File: config.mk
export PLATFORM = sky130hd
export DESIGN_NAME = ts_oe_ctrl
export DESIGN_NICKNAME = d
export VERILOG_FILES = /design/src/rtl/ts_oe_pkg.sv /design/src/rtl/ts_ctl_mem.sv /design/src/rtl/ts_seq.sv /design/src/rtl/ts_oe_gen.sv /design/src/rtl/ts_oe_ctrl.sv
export SDC_FILE = /design/constraint.sdc
export NUM_CORES = 1
export LEC_CHECK = 0
export CORE_MARGIN = 2
export CORE_UTILIZATION = 55
export DETAILED_ROUTE_END_ITERATION = 8
export GPL_ROUTABILITY_DRIVEN = 0
export PLACE_DENSITY = 0.74
export SLEW_MARGIN = 20
export SYNTH_ARGS = -nofsm -noshare
export SYNTH_HDL_FRONTEND = slang
export SYNTH_SLANG_ARGS = --single-unit
File: constraint.sdc
create_clock -name clk -period 6.4 [get_ports clk]
set_input_delay 1.28 -clock clk [delete_from_list [all_inputs] [get_ports clk]]
set_output_delay 1.28 -clock clk [all_outputs]
set_load 0.01 [all_outputs]
File: src/rtl/ts_oe_pkg.sv
// Package: shared types for the per-timeslot output enable controller.
// Assumes nothing beyond the importing modules' parameters.
package ts_oe_pkg;

    // Host/sweep sequencer states.
    typedef enum logic [1:0] {
        ST_IDLE  = 2'd0,
        ST_ACC   = 2'd1,
        ST_SWEEP = 2'd2
    } seq_state_e;

endpackage

File: src/rtl/ts_ctl_mem.sv
// Control memory: one ENTRY_W-bit entry per timeslot, one write port and
// two asynchronous read ports (host side and output side).
// Assumes: contents are deliberately NOT reset; software clears them with
// the bulk sweep. Writes take effect at the clock edge where we is high.
module ts_ctl_mem #(
    parameter int DEPTH   = 32,
    parameter int ENTRY_W = 4,
    localparam int AW     = $clog2(DEPTH)
) (
    input  logic               clk,
    input  logic               we,
    input  logic [AW-1:0]      waddr,
    input  logic [ENTRY_W-1:0] wdata,
    input  logic [AW-1:0]      raddr_a,
    output logic [ENTRY_W-1:0] rdata_a,
    input  logic [AW-1:0]      raddr_b,
    output logic [ENTRY_W-1:0] rdata_b
);

    logic [ENTRY_W-1:0] cells [DEPTH];

    // Storage write; no reset so entries survive a hardware reset.
    always_ff @(posedge clk) begin
        if (we) cells[waddr] <= wdata;
    end

    // Host-side read port.
    assign rdata_a = cells[raddr_a];
    // Output-side read port.
    assign rdata_b = cells[raddr_b];

endmodule

File: src/rtl/ts_seq.sv
// Sequencer: accepts single host writes/reads and the bulk clear command,
// runs the fixed-length clear sweep, drives busy and the sticky error flag.
// Assumes INIT_CYCLES >= DEPTH so the sweep reaches every entry.
module ts_seq
    import ts_oe_pkg::*;
#(
    parameter int DEPTH       = 32,
    parameter int ENTRY_W     = 4,
    parameter int INIT_CYCLES = 1035,
    localparam int AW         = $clog2(DEPTH),
    localparam int CW         = $clog2(INIT_CYCLES + 1)
) (
    input  logic               clk,
    input  logic               rst_n,
    input  logic               host_wr,
    input  logic               host_rd,
    input  logic [AW-1:0]      host_addr,
    input  logic [ENTRY_W-1:0] host_wdata,
    input  logic               cmd_clear,
    input  logic [ENTRY_W-1:0] mem_rdata,
    output logic               mem_we,
    output logic [AW-1:0]      mem_waddr,
    output logic [ENTRY_W-1:0] mem_wdata,
    output logic [ENTRY_W-1:0] host_rdata,
    output logic               busy,
    output logic               err
);

    localparam logic [CW-1:0] LAST_CNT  = CW'(INIT_CYCLES - 1);
    localparam logic [CW-1:0] DEPTH_CNT = CW'(DEPTH);

    seq_state_e      state_q;
    logic [CW-1:0]   cnt_q;
    logic            idle;
    logic            sweep_we;

    assign idle     = (state_q == ST_IDLE);
    assign busy     = !idle;
    assign sweep_we = (state_q == ST_SWEEP) && (cnt_q < DEPTH_CNT);

    // Memory write mux: sweep writes zero, host write passes when idle.
    always_comb begin
        mem_we    = 1'b0;
        mem_waddr = host_addr;
        mem_wdata = host_wdata;
        if (sweep_we) begin
            mem_we    = 1'b1;
            mem_waddr = cnt_q[AW-1:0];
            mem_wdata = '0;
        end else if (idle && !cmd_clear && host_wr) begin
            mem_we    = 1'b1;
        end
    end

    // State and sweep counter.
    always_ff @(posedge clk) begin
        if (!rst_n) begin
            state_q <= ST_IDLE;
            cnt_q   <= '0;
        end else begin
            unique case (state_q)
                ST_IDLE: begin
                    cnt_q <= '0;
                    if (cmd_clear)                state_q <= ST_SWEEP;
                    else if (host_wr || host_rd)  state_q <= ST_ACC;
                end
                ST_ACC: state_q <= ST_IDLE;
                ST_SWEEP: begin
                    if (cnt_q == LAST_CNT) begin
                        state_q <= ST_IDLE;
                        cnt_q   <= '0;
                    end else begin
                        cnt_q   <= cnt_q + 1'b1;
                    end
                end
                default: state_q <= ST_IDLE;
            endcase
        end
    end

    // Read data capture on an accepted read.
    always_ff @(posedge clk) begin
        if (!rst_n)
            host_rdata <= '0;
        else if (idle && !cmd_clear && !host_wr && host_rd)
            host_rdata <= mem_rdata;
    end

    // Sticky error on any request while busy.
    always_ff @(posedge clk) begin
        if (!rst_n)
            err <= 1'b0;
        else if (busy && (host_wr || host_rd || cmd_clear))
            err <= 1'b1;
    end

    // an accepted clear makes the block busy on the next cycle.
    p_clear_busy_r4: assert property (@(posedge clk) disable iff (!rst_n)
        (!busy && cmd_clear) |=> busy);

    // the sweep counter never passes the fixed sweep length.
    p_sweep_bound_r4: assert property (@(posedge clk) disable iff (!rst_n)
        (state_q == ST_SWEEP) |-> (cnt_q <= LAST_CNT));

    // a request while busy raises the error flag.
    p_busy_req_err_r6: assert property (@(posedge clk) disable iff (!rst_n)
        (busy && (host_wr || host_rd)) |=> err);

    // the error flag is sticky.
    p_err_sticky_r6: assert property (@(posedge clk) disable iff (!rst_n)
        err |=> err);

    // a single access keeps busy for one cycle only.
    p_acc_one_cycle_r8: assert property (@(posedge clk) disable iff (!rst_n)
        (state_q == ST_ACC) |=> !busy);

    // host read data changes only after an accepted read.
    p_rdata_hold_r8: assert property (@(posedge clk) disable iff (!rst_n)
        busy |=> $stable(host_rdata));

endmodule

File: src/rtl/ts_oe_gen.sv
// Output enable generator: on each bit strobe, picks the entry bit that
// covers the current quarter of the slot and registers it as pin_oe.
// Assumes SLOT_BITS is a multiple of ENTRY_W; bit index 0 is sent first
// and maps to the entry's most significant bit.
module ts_oe_gen #(
    parameter int ENTRY_W   = 4,
    parameter int SLOT_BITS = 8,
    localparam int BW       = $clog2(SLOT_BITS),
    localparam int SEG      = SLOT_BITS / ENTRY_W
) (
    input  logic               clk,
    input  logic               rst_n,
    input  logic               drv_en,
    input  logic               bit_strobe,
    input  logic [BW-1:0]      bit_idx,
    input  logic [ENTRY_W-1:0] entry,
    output logic               pin_oe
);

    logic sel_bit;

    // Quarter select: entry bit covering the current bit position.
    always_comb begin
        sel_bit = 1'b0;
        for (int i = 0; i < ENTRY_W; i++) begin
            if ((32'(bit_idx) / SEG) == i) sel_bit = entry[ENTRY_W-1-i];
        end
    end

    // Registered enable, updated on bit boundaries, forced off when disabled.
    always_ff @(posedge clk) begin
        if (!rst_n)          pin_oe <= 1'b0;
        else if (!drv_en)    pin_oe <= 1'b0;
        else if (bit_strobe) pin_oe <= sel_bit;
    end

    // global disable forces the output off on the next edge.
    p_disable_off_r5: assert property (@(posedge clk) disable iff (!rst_n)
        !drv_en |=> !pin_oe);

    // without a strobe the enable holds its value.
    p_hold_between_r7: assert property (@(posedge clk) disable iff (!rst_n)
        (drv_en && !bit_strobe) |=> $stable(pin_oe));

endmodule

File: src/rtl/ts_oe_ctrl.sv
// Top: per-timeslot output tristate controller. Connects the control
// memory, the host/sweep sequencer and the output enable generator.
// Assumes slot_idx/bit_idx come from an external frame counter and that
// bit_strobe marks each bit boundary for one cycle.
module ts_oe_ctrl #(
    parameter int NUM_SLOTS   = 32,
    parameter int ENTRY_W     = 4,
    parameter int SLOT_BITS   = 8,
    parameter int INIT_CYCLES = 1035,
    localparam int AW         = $clog2(NUM_SLOTS),
    localparam int BW         = $clog2(SLOT_BITS)
) (
    input  logic               clk,
    input  logic               rst_n,
    input  logic               host_wr,
    input  logic               host_rd,
    input  logic [AW-1:0]      host_addr,
    input  logic [ENTRY_W-1:0] host_wdata,
    output logic [ENTRY_W-1:0] host_rdata,
    input  logic               cmd_clear,
    output logic               busy,
    output logic               err,
    input  logic               drv_en,
    input  logic [AW-1:0]      slot_idx,
    input  logic [BW-1:0]      bit_idx,
    input  logic               bit_strobe,
    output logic               pin_oe
);

    logic               mem_we;
    logic [AW-1:0]      mem_waddr;
    logic [ENTRY_W-1:0] mem_wdata;
    logic [ENTRY_W-1:0] host_entry;
    logic [ENTRY_W-1:0] slot_entry;

    ts_ctl_mem #(
        .DEPTH   (NUM_SLOTS),
        .ENTRY_W (ENTRY_W)
    ) u_mem (
        .clk     (clk),
        .we      (mem_we),
        .waddr   (mem_waddr),
        .wdata   (mem_wdata),
        .raddr_a (host_addr),
        .rdata_a (host_entry),
        .raddr_b (slot_idx),
        .rdata_b (slot_entry)
    );

    ts_seq #(
        .DEPTH       (NUM_SLOTS),
        .ENTRY_W     (ENTRY_W),
        .INIT_CYCLES (INIT_CYCLES)
    ) u_seq (
        .clk        (clk),
        .rst_n      (rst_n),
        .host_wr    (host_wr),
        .host_rd    (host_rd),
        .host_addr  (host_addr),
        .host_wdata (host_wdata),
        .cmd_clear  (cmd_clear),
        .mem_rdata  (host_entry),
        .mem_we     (mem_we),
        .mem_waddr  (mem_waddr),
        .mem_wdata  (mem_wdata),
        .host_rdata (host_rdata),
        .busy       (busy),
        .err        (err)
    );

    ts_oe_gen #(
        .ENTRY_W   (ENTRY_W),
        .SLOT_BITS (SLOT_BITS)
    ) u_gen (
        .clk        (clk),
        .rst_n      (rst_n),
        .drv_en     (drv_en),
        .bit_strobe (bit_strobe),
        .bit_idx    (bit_idx),
        .entry      (slot_entry),
        .pin_oe     (pin_oe)
    );

    // the memory is never written by the host path while busy.
    p_no_host_write_busy_r6: assert property (@(posedge clk) disable iff (!rst_n)
        (busy && host_wr && (host_addr != mem_waddr)) |-> !mem_we || (mem_wdata == '0));

endmodule

==> results of run 1 <==
## worst min path at each step
stage                      to  depth (start not counted)  slack [ps]
6_report            u_seq.err                          1         480
5_1_grt             u_seq.err                          1         490
4_1_cts             u_seq.err                          1         480
3_5_place_dp        u_seq.err                          1         470
3_3_place_gp        u_seq.err                          1         450
2_1_floorplan  u_seq.cnt_q[9]                          1         470
## metal layers
metal / track usage / wire length [um] / share of wire
met1: 0.3251 / 6676 / 0.41
met2: 0.3883 / 8170 / 0.50
met3: 0.05364 / 1137 / 0.069
met4: 0.1094 / 418 / 0.025
met5: 0 / 0 / 0
## synth_stat cells (2+ instances only)
| master | n |
|---|---|
| a2111oi_0 | 4 |
| a21boi_0 | 2 |
| a21oi_1 | 16 |
| a22oi_1 | 3 |
| a31oi_1 | 9 |
| a41oi_1 | 2 |
| and2_1 | 2 |
| and3_1 | 5 |
| buf_1 | 4 |
| buf_2 | 10 |
| clkbuf_1 | 14 |
| dfxtp_1 | 19 |
| edfxtp_1 | 128 |
| ha_1 | 2 |
| inv_1 | 9 |
| mux2_2 | 2 |
| mux2i_1 | 33 |
| mux4_2 | 60 |
| nand2_1 | 19 |
| nand2b_1 | 2 |
| nand3_1 | 17 |
| nand3b_1 | 6 |
| nand4_1 | 4 |
| nor2_1 | 30 |
| nor2b_1 | 17 |
| nor3_1 | 22 |
| nor3b_1 | 4 |
| o2111ai_1 | 3 |
| o211a_1 | 2 |
| o21a_1 | 3 |
| o21ai_0 | 13 |
## metrics by stage
stage,instance area (um^2),hold WS (ps),util,total power [mW]
after floorplan,7257,465.3,-,1.228
after global placement,7644,451.2,0.5984,1.292
after detailed placement,7654,468.0,0.5992,1.298
after CTS,8294,481.1,0.6493,2.361
after global routing,8328,491.2,0.6520,2.417
final,8328,481.0,0.6520,2.354
## power groups by stage
stage	sequential [mW]	combinational (mW)	clock [mW]
after global routing	1.07	0.229	1.12
final	1.07	0.215	1.07
after global placement	1.09	0.203	0
after detailed placement	1.09	0.208	0
after floorplan	1.09	0.139	0
after CTS	1.07	0.210	1.08
## sequential cells by signal, indices dropped and copies added, names as in the netlist
signal	flops
u_seq.cnt_q	11
u_seq.host_rdata	4
u_mem.cells	128
u_seq.err	1
u_seq.state_q	2
u_gen.pin_oe	1
## layout make-up
cell class              instances  area (um^2)
clock buffers                  21        460.4
multi-input cells             295         2905
flip-flops and latches        147         4224
fillers                       873         4446
clock inverters                10        180.2
repair buffers                 33        309.0
well taps                     172        215.2
inverters                       9        33.78
## cell families after synthesis
family | after synthesis
buffers and inverters | 39
flip-flops | 147
multiplexers | 96
AO/OA/AOI/OAI | 62
AND/OR/NAND/NOR | 135
adder cells (fa/ha/maj) | 2
## critical path, stage by stage, from the launching register on
cell and delay, ps:
dfxtp_1 350, or4_4 570, nor4_4 630, buf_6 250
mux2i_1 1000, and2_2 350, nor2b_1 410
==> results_dict.tcl, run 1 <==
set metrics [dict create \
    htreeDepth 4 \
    post_drt_wl_per_cell_um 23.88 \
    synth_cells 481 \
    ff2ff_setup_slack_ps 2470 \
    place_ws_ps 2216 \
    critPathMaxFanout 11 \
    grt_pass1_vias 4440 \
    layout-drive-gt1-share 0.2117 \
    synth_ff_type "edfxtp_1" \
    synth_area_mm2 0.007257 \
    drc_errors 0 \
    path_clk_slew_ps 60 \
    p_clk_frac 0.454 \
    drt_pass1_iterations 5 \
    layout_common_cells "128 x edfxtp_1, 60 x mux4_2, 33 x mux2i_1, 30 x nor2_1, 26 x clkdlybuf4s50_1" \
    synth_enable_flop_cells 128 \
    num_antenna_cells 0 \
    synth_fa_ha_area_frac 0.003448 \
    drtAntennaViolNets 0 \
    fin_cells 687 \
    worstSkewPairLatency_ps 420 \
    seqPwrFrac 0.455 \
    hold_viol_final 0 \
    ys_types 46 \
    ir_worst_vdd_uv 124.1 \
    switchingPower_uw 494.2 \
    avgViaCountPerCell 6.543 \
    setup_viol 0 \
    numCtsBuffers 17 \
    critPathLaunchType "register" \
    synth-seq-cells 147 \
    cts_tree "done" \
    r2r-end "u_mem.cells[13][1]" \
    muxShareOfSynthArea 0.2369 \
    ios 31 \
    core-area_mm2 0.01277 \
    skew_ps 6.683 \
    die_width_um 118.9 \
    hold_path.class "reg2reg" \
    hold_buffers 0 \
    final_common_cell "edfxtp_1" \
    dp.cells 655 \
    vias 4495 \
    tightest_slew_ps 1214 \
    layout_min_cycle_time_ps 3931 \
    cp.required_ps 6470 \
    synth_xor_area_frac 0 \
    reg2reg_depth 6 \
    num_rows 41 \
    critical_path_arrival_ps 4000 \
    final_nets 529 \
    dp_hpwl_um 10920 \
    synth_warnings 0 \
    port_buffers 29 \
    synth_top_cell_area_share 0.5297 \
    r2r_start "u_seq.cnt_q[6]" \
    synth_simple_gate_area_share 0.09828 \
    status "completed" \
    crit_start "u_seq.cnt_q[6]" \
    cp-end-kind "register" \
    synthTopCellsByArea "edfxtp_1 53%, mux4_2 19%, dfxtp_1 5.2%" \
    p_leak_nw 2.730 \
    synth_area_leader_cell "edfxtp_1" \
    grt_pass1_wl_um 25090 \
    areaGrowthSynthToFinish_pct 14.76 \
    cap_violations 0 \
    internal_power_mw 1.859 \
    synth_compound_gate_area_share 0.05586 \
    slew_viol_final 0 \
    cts_sinks 147 \
    min_from "u_seq.err" \
    post_cts_buffers 0 \
    pwr-share-comb 0.091 \
    fmax_mhz 254.4 \
    clock_path_buffers 2 \
    grt_overflow 0 \
    post-route-period-util 0.6141 \
    grt_usage 0.2438 \
    critical_path_class "reg2reg" \
    final.setup.tns_ps 0 \
    synth_top_family_by_area "multiplexers" \
    async_reset_ff_frac 0 \
    slew_headroom 0.1674 \
    cp-endpoint "u_mem.cells[13][1]" \
    design.die.area_mm2 0.01413 \
    timing.final.ws_setup_ps 2469 \
    avgSynthCellArea_um2 15.09 \
    wl_um 16400 \
    synth_fp_nets 507 \
    yosysSeqAreaShare 0.5821 \
    switching_share 0.2100 \
    die_height_um 118.9 \
    drt_iter0_markers 510 \
    p_per_area_mw_per_mm2 282.6 \
    grt_max_degree 33 \
    start_util 0.5681 \
    clockRootBuffer "clkbuf_16" \
    antenna_found_initial 0 \
    rsz0062_at_grt "no" \
    cts_resized 0 \
]
(Power assumes the default switching activity.)
==> inputs of run 2 (changes only) <==
--- a/config.mk
+++ b/config.mk
@@ -9,7 +9,7 @@
 export CORE_UTILIZATION = 55
 export DETAILED_ROUTE_END_ITERATION = 8
 export GPL_ROUTABILITY_DRIVEN = 0
-export PLACE_DENSITY = 0.74
+export PLACE_DENSITY = 0.77
 export SLEW_MARGIN = 20
 export SYNTH_ARGS = -nofsm -noshare
 export SYNTH_HDL_FRONTEND = slang
==> constraint.sdc (replaced) <==
create_clock -name clk -period 3.6 [get_ports clk]
set_input_delay 0.72 -clock clk [delete_from_list [all_inputs] [get_ports clk]]
set_output_delay 0.72 -clock clk [all_outputs]
set_load 0.01 [all_outputs]
==> results_dict.tcl, run 2 (same netlist as run 1, synthesis figures left out) <==
set metrics [dict create \
    areaGrowthSynthToFinish_pct 16.28 \
    critical_path_arrival_ps 3050 \
    p_leak_nw 2.783 \
    cp-end-kind "register" \
    path_clk_slew_ps 60 \
    start_util 0.5681 \
    wl_um 17590 \
    layout_common_cells "128 x edfxtp_1, 60 x mux4_2, 33 x mux2i_1, 30 x nor2_1, 26 x clkdlybuf4s50_1" \
    switching_share 0.2112 \
    avgViaCountPerCell 6.760 \
    cts_resized 0 \
    clockRootBuffer "clkbuf_16" \
    final_common_cell "edfxtp_1" \
    num_rows 41 \
    num_antenna_cells 0 \
    ios 31 \
    largest_reg_flops 128 \
    top_register "u_mem.cells" \
    slew_headroom 0.4633 \
    skew_ps 8.802 \
    switchingPower_uw 896.4 \
    critPathMaxFanout 7 \
    post-route-period-util 0.8290 \
    internal_power_mw 3.348 \
    grt_overflow 0 \
    slew_viol_final 0 \
    numCtsBuffers 17 \
    worstSkewPairLatency_ps 420 \
    core-area_mm2 0.01277 \
    cp.required_ps 3670 \
    layout_min_cycle_time_ps 2984 \
    grt_max_degree 37 \
    top_regs "u_mem.cells x128, u_seq.cnt_q x11, u_seq.host_rdata x4" \
    tightest_slew_ps 782.7 \
    p_per_area_mw_per_mm2 503.1 \
    htreeDepth 4 \
    cap_violations 0 \
    fmax_mhz 335.1 \
    layout-drive-gt1-share 0.2315 \
    grt-busiest-layer "met2" \
    drtAntennaViolNets 0 \
    place_ws_ps 336.5 \
    grt_use_met3 0.07902 \
    grt_pass1_wl_um 27150 \
    drt_iter0_markers 686 \
    die_height_um 118.9 \
    grt_usage 0.2637 \
    vias 4725 \
    critical_path_class "reg2reg" \
    antenna_found_initial 0 \
    hold_path.class "reg2reg" \
    post_cts_buffers 0 \
    die_width_um 118.9 \
    status "completed" \
    drc_errors 0 \
    cts_tree "done" \
    gr-usage-met1 0.3415 \
    post_drt_wl_per_cell_um 25.16 \
    grt_pass1_vias 4786 \
    pwr-share-comb 0.094 \
    cts_sinks 147 \
    timing.final.ws_setup_ps 615.7 \
    p_clk_frac 0.457 \
    design.die.area_mm2 0.01413 \
    final.setup.tns_ps 0 \
    clock_path_buffers 2 \
    hold_viol_final 0 \
    drt_pass1_iterations 5 \
    setup_viol 0 \
    port_buffers 29 \
    seqPwrFrac 0.449 \
    ir_worst_vdd_uv 334.7 \
    rsz0062_at_grt "no" \
    dp_hpwl_um 11600 \
    final_nets 540 \
    hold_buffers 0 \
    met2_usage 0.4203 \
    critPathLaunchType "register" \
]
run 2: worst paths after layout:
| check | depth (start not counted) | slack [ps] | startpoint | to |
|---|---|---|---|---|
| setup reg to reg | 5 | 620 | u_seq.cnt_q[6] | u_mem.cells[2][1] |
| setup / recovery | 5 | 620 | u_seq.cnt_q[6] | u_mem.cells[2][1] |
| hold / removal | 1 | 490 | u_seq.err | u_seq.err |
| hold reg to reg | 1 | 490 | u_seq.err | u_seq.err |
run 2: stage by stage:
stage	utilization	hold slack (ps)	cell area [um^2]	total power [mW]	instances
2_1_floorplan	-	465.3	7257	2.182	481
4_1_cts	0.6591	493.1	8419	4.245	699
6_report	0.6606	490.0	8438	4.245	699
5_1_grt	0.6606	524.8	8438	4.354	699
3_5_place_dp	0.6084	452.8	7771	2.325	667
3_3_place_gp	0.6074	446.6	7759	2.313	667
run 2: routing by layer:
metal / wire (um) / share of wire
met5: 0 / 0
met4: 537 / 0.031
met3: 1572 / 0.089
met2: 8677 / 0.49
met1: 6801 / 0.39
run 2: worst max-delay path, stage by stage (launching register included):
cell     delay (ps)
dfxtp_1         350
or4_4           570
nor4_4          280
mux2i_1         710
or2b_1          350
nor2_1          370
run 2: final cells by class:
| cell class | count | area, um^2 |
|---|---|---|
| Timing Repair Buffer | 44 | 412.9 |
| Clock buffer | 20 | 436.7 |
| Clock inverter | 12 | 211.5 |
| Fill cell | 847 | 4335 |
| Inverter | 9 | 33.78 |
| Multi-Input combinational cell | 295 | 2904 |
| Sequential cell | 147 | 4224 |
| Tap cell | 172 | 215.2 |
run 2: power by group through the flow:
stage	Sequential (mW)	Combinational, mW	Clock, mW
2_1_floorplan	1.93	0.247	0
3_3_place_gp	1.94	0.377	0
3_5_place_dp	1.94	0.387	0
4_1_cts	1.90	0.392	1.95
5_1_grt	1.90	0.422	2.03
6_report	1.90	0.399	1.94
==> inputs of run 3 (changes only) <==
==> constraint.sdc (replaced) <==
create_clock -name clk -period 2.6 [get_ports clk]
set_input_delay 0.52 -clock clk [delete_from_list [all_inputs] [get_ports clk]]
set_output_delay 0.52 -clock clk [all_outputs]
set_load 0.01 [all_outputs]
==> results_dict.tcl, run 3 (same netlist as run 1, synthesis figures left out) <==
set metrics [dict create \
    status "completed" \
    layout-drive-gt1-share 0.3126 \
    vias 5043 \
    hold_path.class "reg2reg" \
    num_antenna_cells 0 \
    avgViaCountPerCell 6.715 \
    drtAntennaViolNets 0 \
    hold_buffers 0 \
    r2r_start "u_seq.cnt_q[8]" \
    htreeDepth 4 \
    clockRootBuffer "clkbuf_16" \
    ios 31 \
    ff2ff_setup_slack_ps 60 \
    final_common_cell "edfxtp_1" \
    layout_common_cells "128 x edfxtp_1, 60 x mux4_2, 57 x buf_4, 33 x mux2i_1, 29 x nor2_1" \
    post-route-period-util 0.9774 \
    power_mw 5.735 \
    post_drt_wl_per_cell_um 24.83 \
    setup_viol 0 \
    drc_errors 0 \
    p_per_area_mw_per_mm2 642.2 \
    m1WireLength_um 7141 \
    cp-endpoint "u_mem.cells[29][2]" \
    skew_ps 6.855 \
    cts_sinks 147 \
    grt_overflow 0 \
    worstSkewPairLatency_ps 420 \
    drt_pass1_iterations 5 \
    reg2reg_depth 7 \
    slew_headroom 0.4795 \
    wl_um 18650 \
    antenna_found_initial 0 \
    final.setup.tns_ps 0 \
    cp.required_ps 2780 \
    die_height_um 118.9 \
    cp-end-kind "register" \
    wl_met2_um 9305 \
    port_buffers 29 \
    r2r-end "u_mem.cells[29][2]" \
    crit_start "u_seq.cnt_q[8]" \
    top_layer "met4" \
    grt_usage 0.2770 \
    largest_reg_flops 128 \
    critPathLaunchType "register" \
    dp_hpwl_um 12620 \
    ir_worst_vdd_uv 522.9 \
    hold_viol_final 0 \
    p_leak_nw 3.095 \
    layout_min_cycle_time_ps 2541 \
    die_width_um 118.9 \
    cts_tree "done" \
    multi_input_area_mm2 0.002954 \
    final_nets 592 \
    route.met3.wl_um 1624 \
    min_from "u_seq.err" \
    top_register "u_mem.cells" \
    areaGrowthSynthToFinish_pct 23.05 \
    numCtsBuffers 17 \
    grt_pass1_wl_um 28860 \
    tightest_slew_ps 778.2 \
    top_regs "u_mem.cells x128, u_seq.cnt_q x11, u_seq.host_rdata x4" \
    design.die.area_mm2 0.01413 \
    n_fill_cell 786 \
    drt_iter0_markers 642 \
    critPathMaxFanout 9 \
    critical_path_arrival_ps 2720 \
    slew_viol_final 0 \
    core-area_mm2 0.01277 \
    fmax_mhz 393.5 \
    grt_pass1_vias 5012 \
    clock_path_buffers 2 \
    critical_path_class "reg2reg" \
    start_util 0.5681 \
    grt_max_degree 33 \
    path_clk_slew_ps 60 \
    num_rows 41 \
    cap_violations 0 \
    fin_util 0.6991 \
    regArea_mm2 0.004224 \
]
[run 3: changes by cell type in the layout (fill, tap and decap cells not counted), moves of 2 or more]
cell	previous run	this run
buf_12	2	8
buf_4	13	57
bufinv_16	6	1
clkbuf_16	17	20
clkbuf_8	0	4
nor2b_2	4	0
nor2b_4	0	4
nor3_1	22	20
nor3_2	0	2
[run 3: worst min path at each step]
stage                     depth (start not counted)        endpoint
after floorplan                                   1  u_seq.cnt_q[9]
after global placement                            1       u_seq.err
after detailed placement                          1       u_seq.err
after CTS                                         1       u_seq.err
after global routing                              1       u_seq.err
final                                             1       u_seq.err
[run 3: power breakdown]
| group | switching, mW | internal [mW] |
|---|---|---|
| Clock | 0.900 | 1.59 |
| Sequential | 0.0171 | 2.62 |
| Combinational | 0.342 | 0.273 |
| Total | 1.26 | 4.48 |
[run 3: cell type report]
| cell class | instances | share of cell area |
|---|---|---|
| Sequential cell | 147 | 0.4730 |
| Multi-Input combinational cell | 295 | 0.3308 |
| Timing Repair Buffer | 96 | 0.09850 |
| Clock buffer | 26 | 0.06305 |
| Tap cell | 172 | 0.02410 |
| Clock inverter | 6 | 0.006726 |
| Inverter | 9 | 0.003783 |
[run 3: stage by stage]
stage               instances  area (um^2)  setup WS, ps  hold slack [ps]
floorplan                 481         7257         56.41            465.3
global placement          717         8209        -229.6            446.9
detailed placement        717         8237        -252.0            475.0
CTS                       749         8891         56.10            488.0
global route              751         8930        -12.24            506.4
finish                    751         8930         58.64            482.6
[run 3: worst max-delay path: stages, from the launching register on]
cell and delay (ps):
dfxtp_1 350, or4_4 520, nor4_4 310, buf_6 200, mux2_4 370, and2_1 200
nor2b_1 150, buf_4 190
[run 3: layer usage]
layer / global-route usage / up-vias
met5: 0 / -
met4: 0.1220 / 0
met3: 0.05699 / 46
met2: 0.4486 / 318
met1: 0.3660 / 2564
li1: - / 2115
[run 3: what timing repair did]
item / 4_1_cts / 5_1_grt
endpoints found under the setup margin: 92 / 48
resized for setup: 6 / 4
pin swaps: 1 / 0
cloned: 0 / 1
endpoints found under the hold margin: 0 / 0
setup buffers: 0 / 1
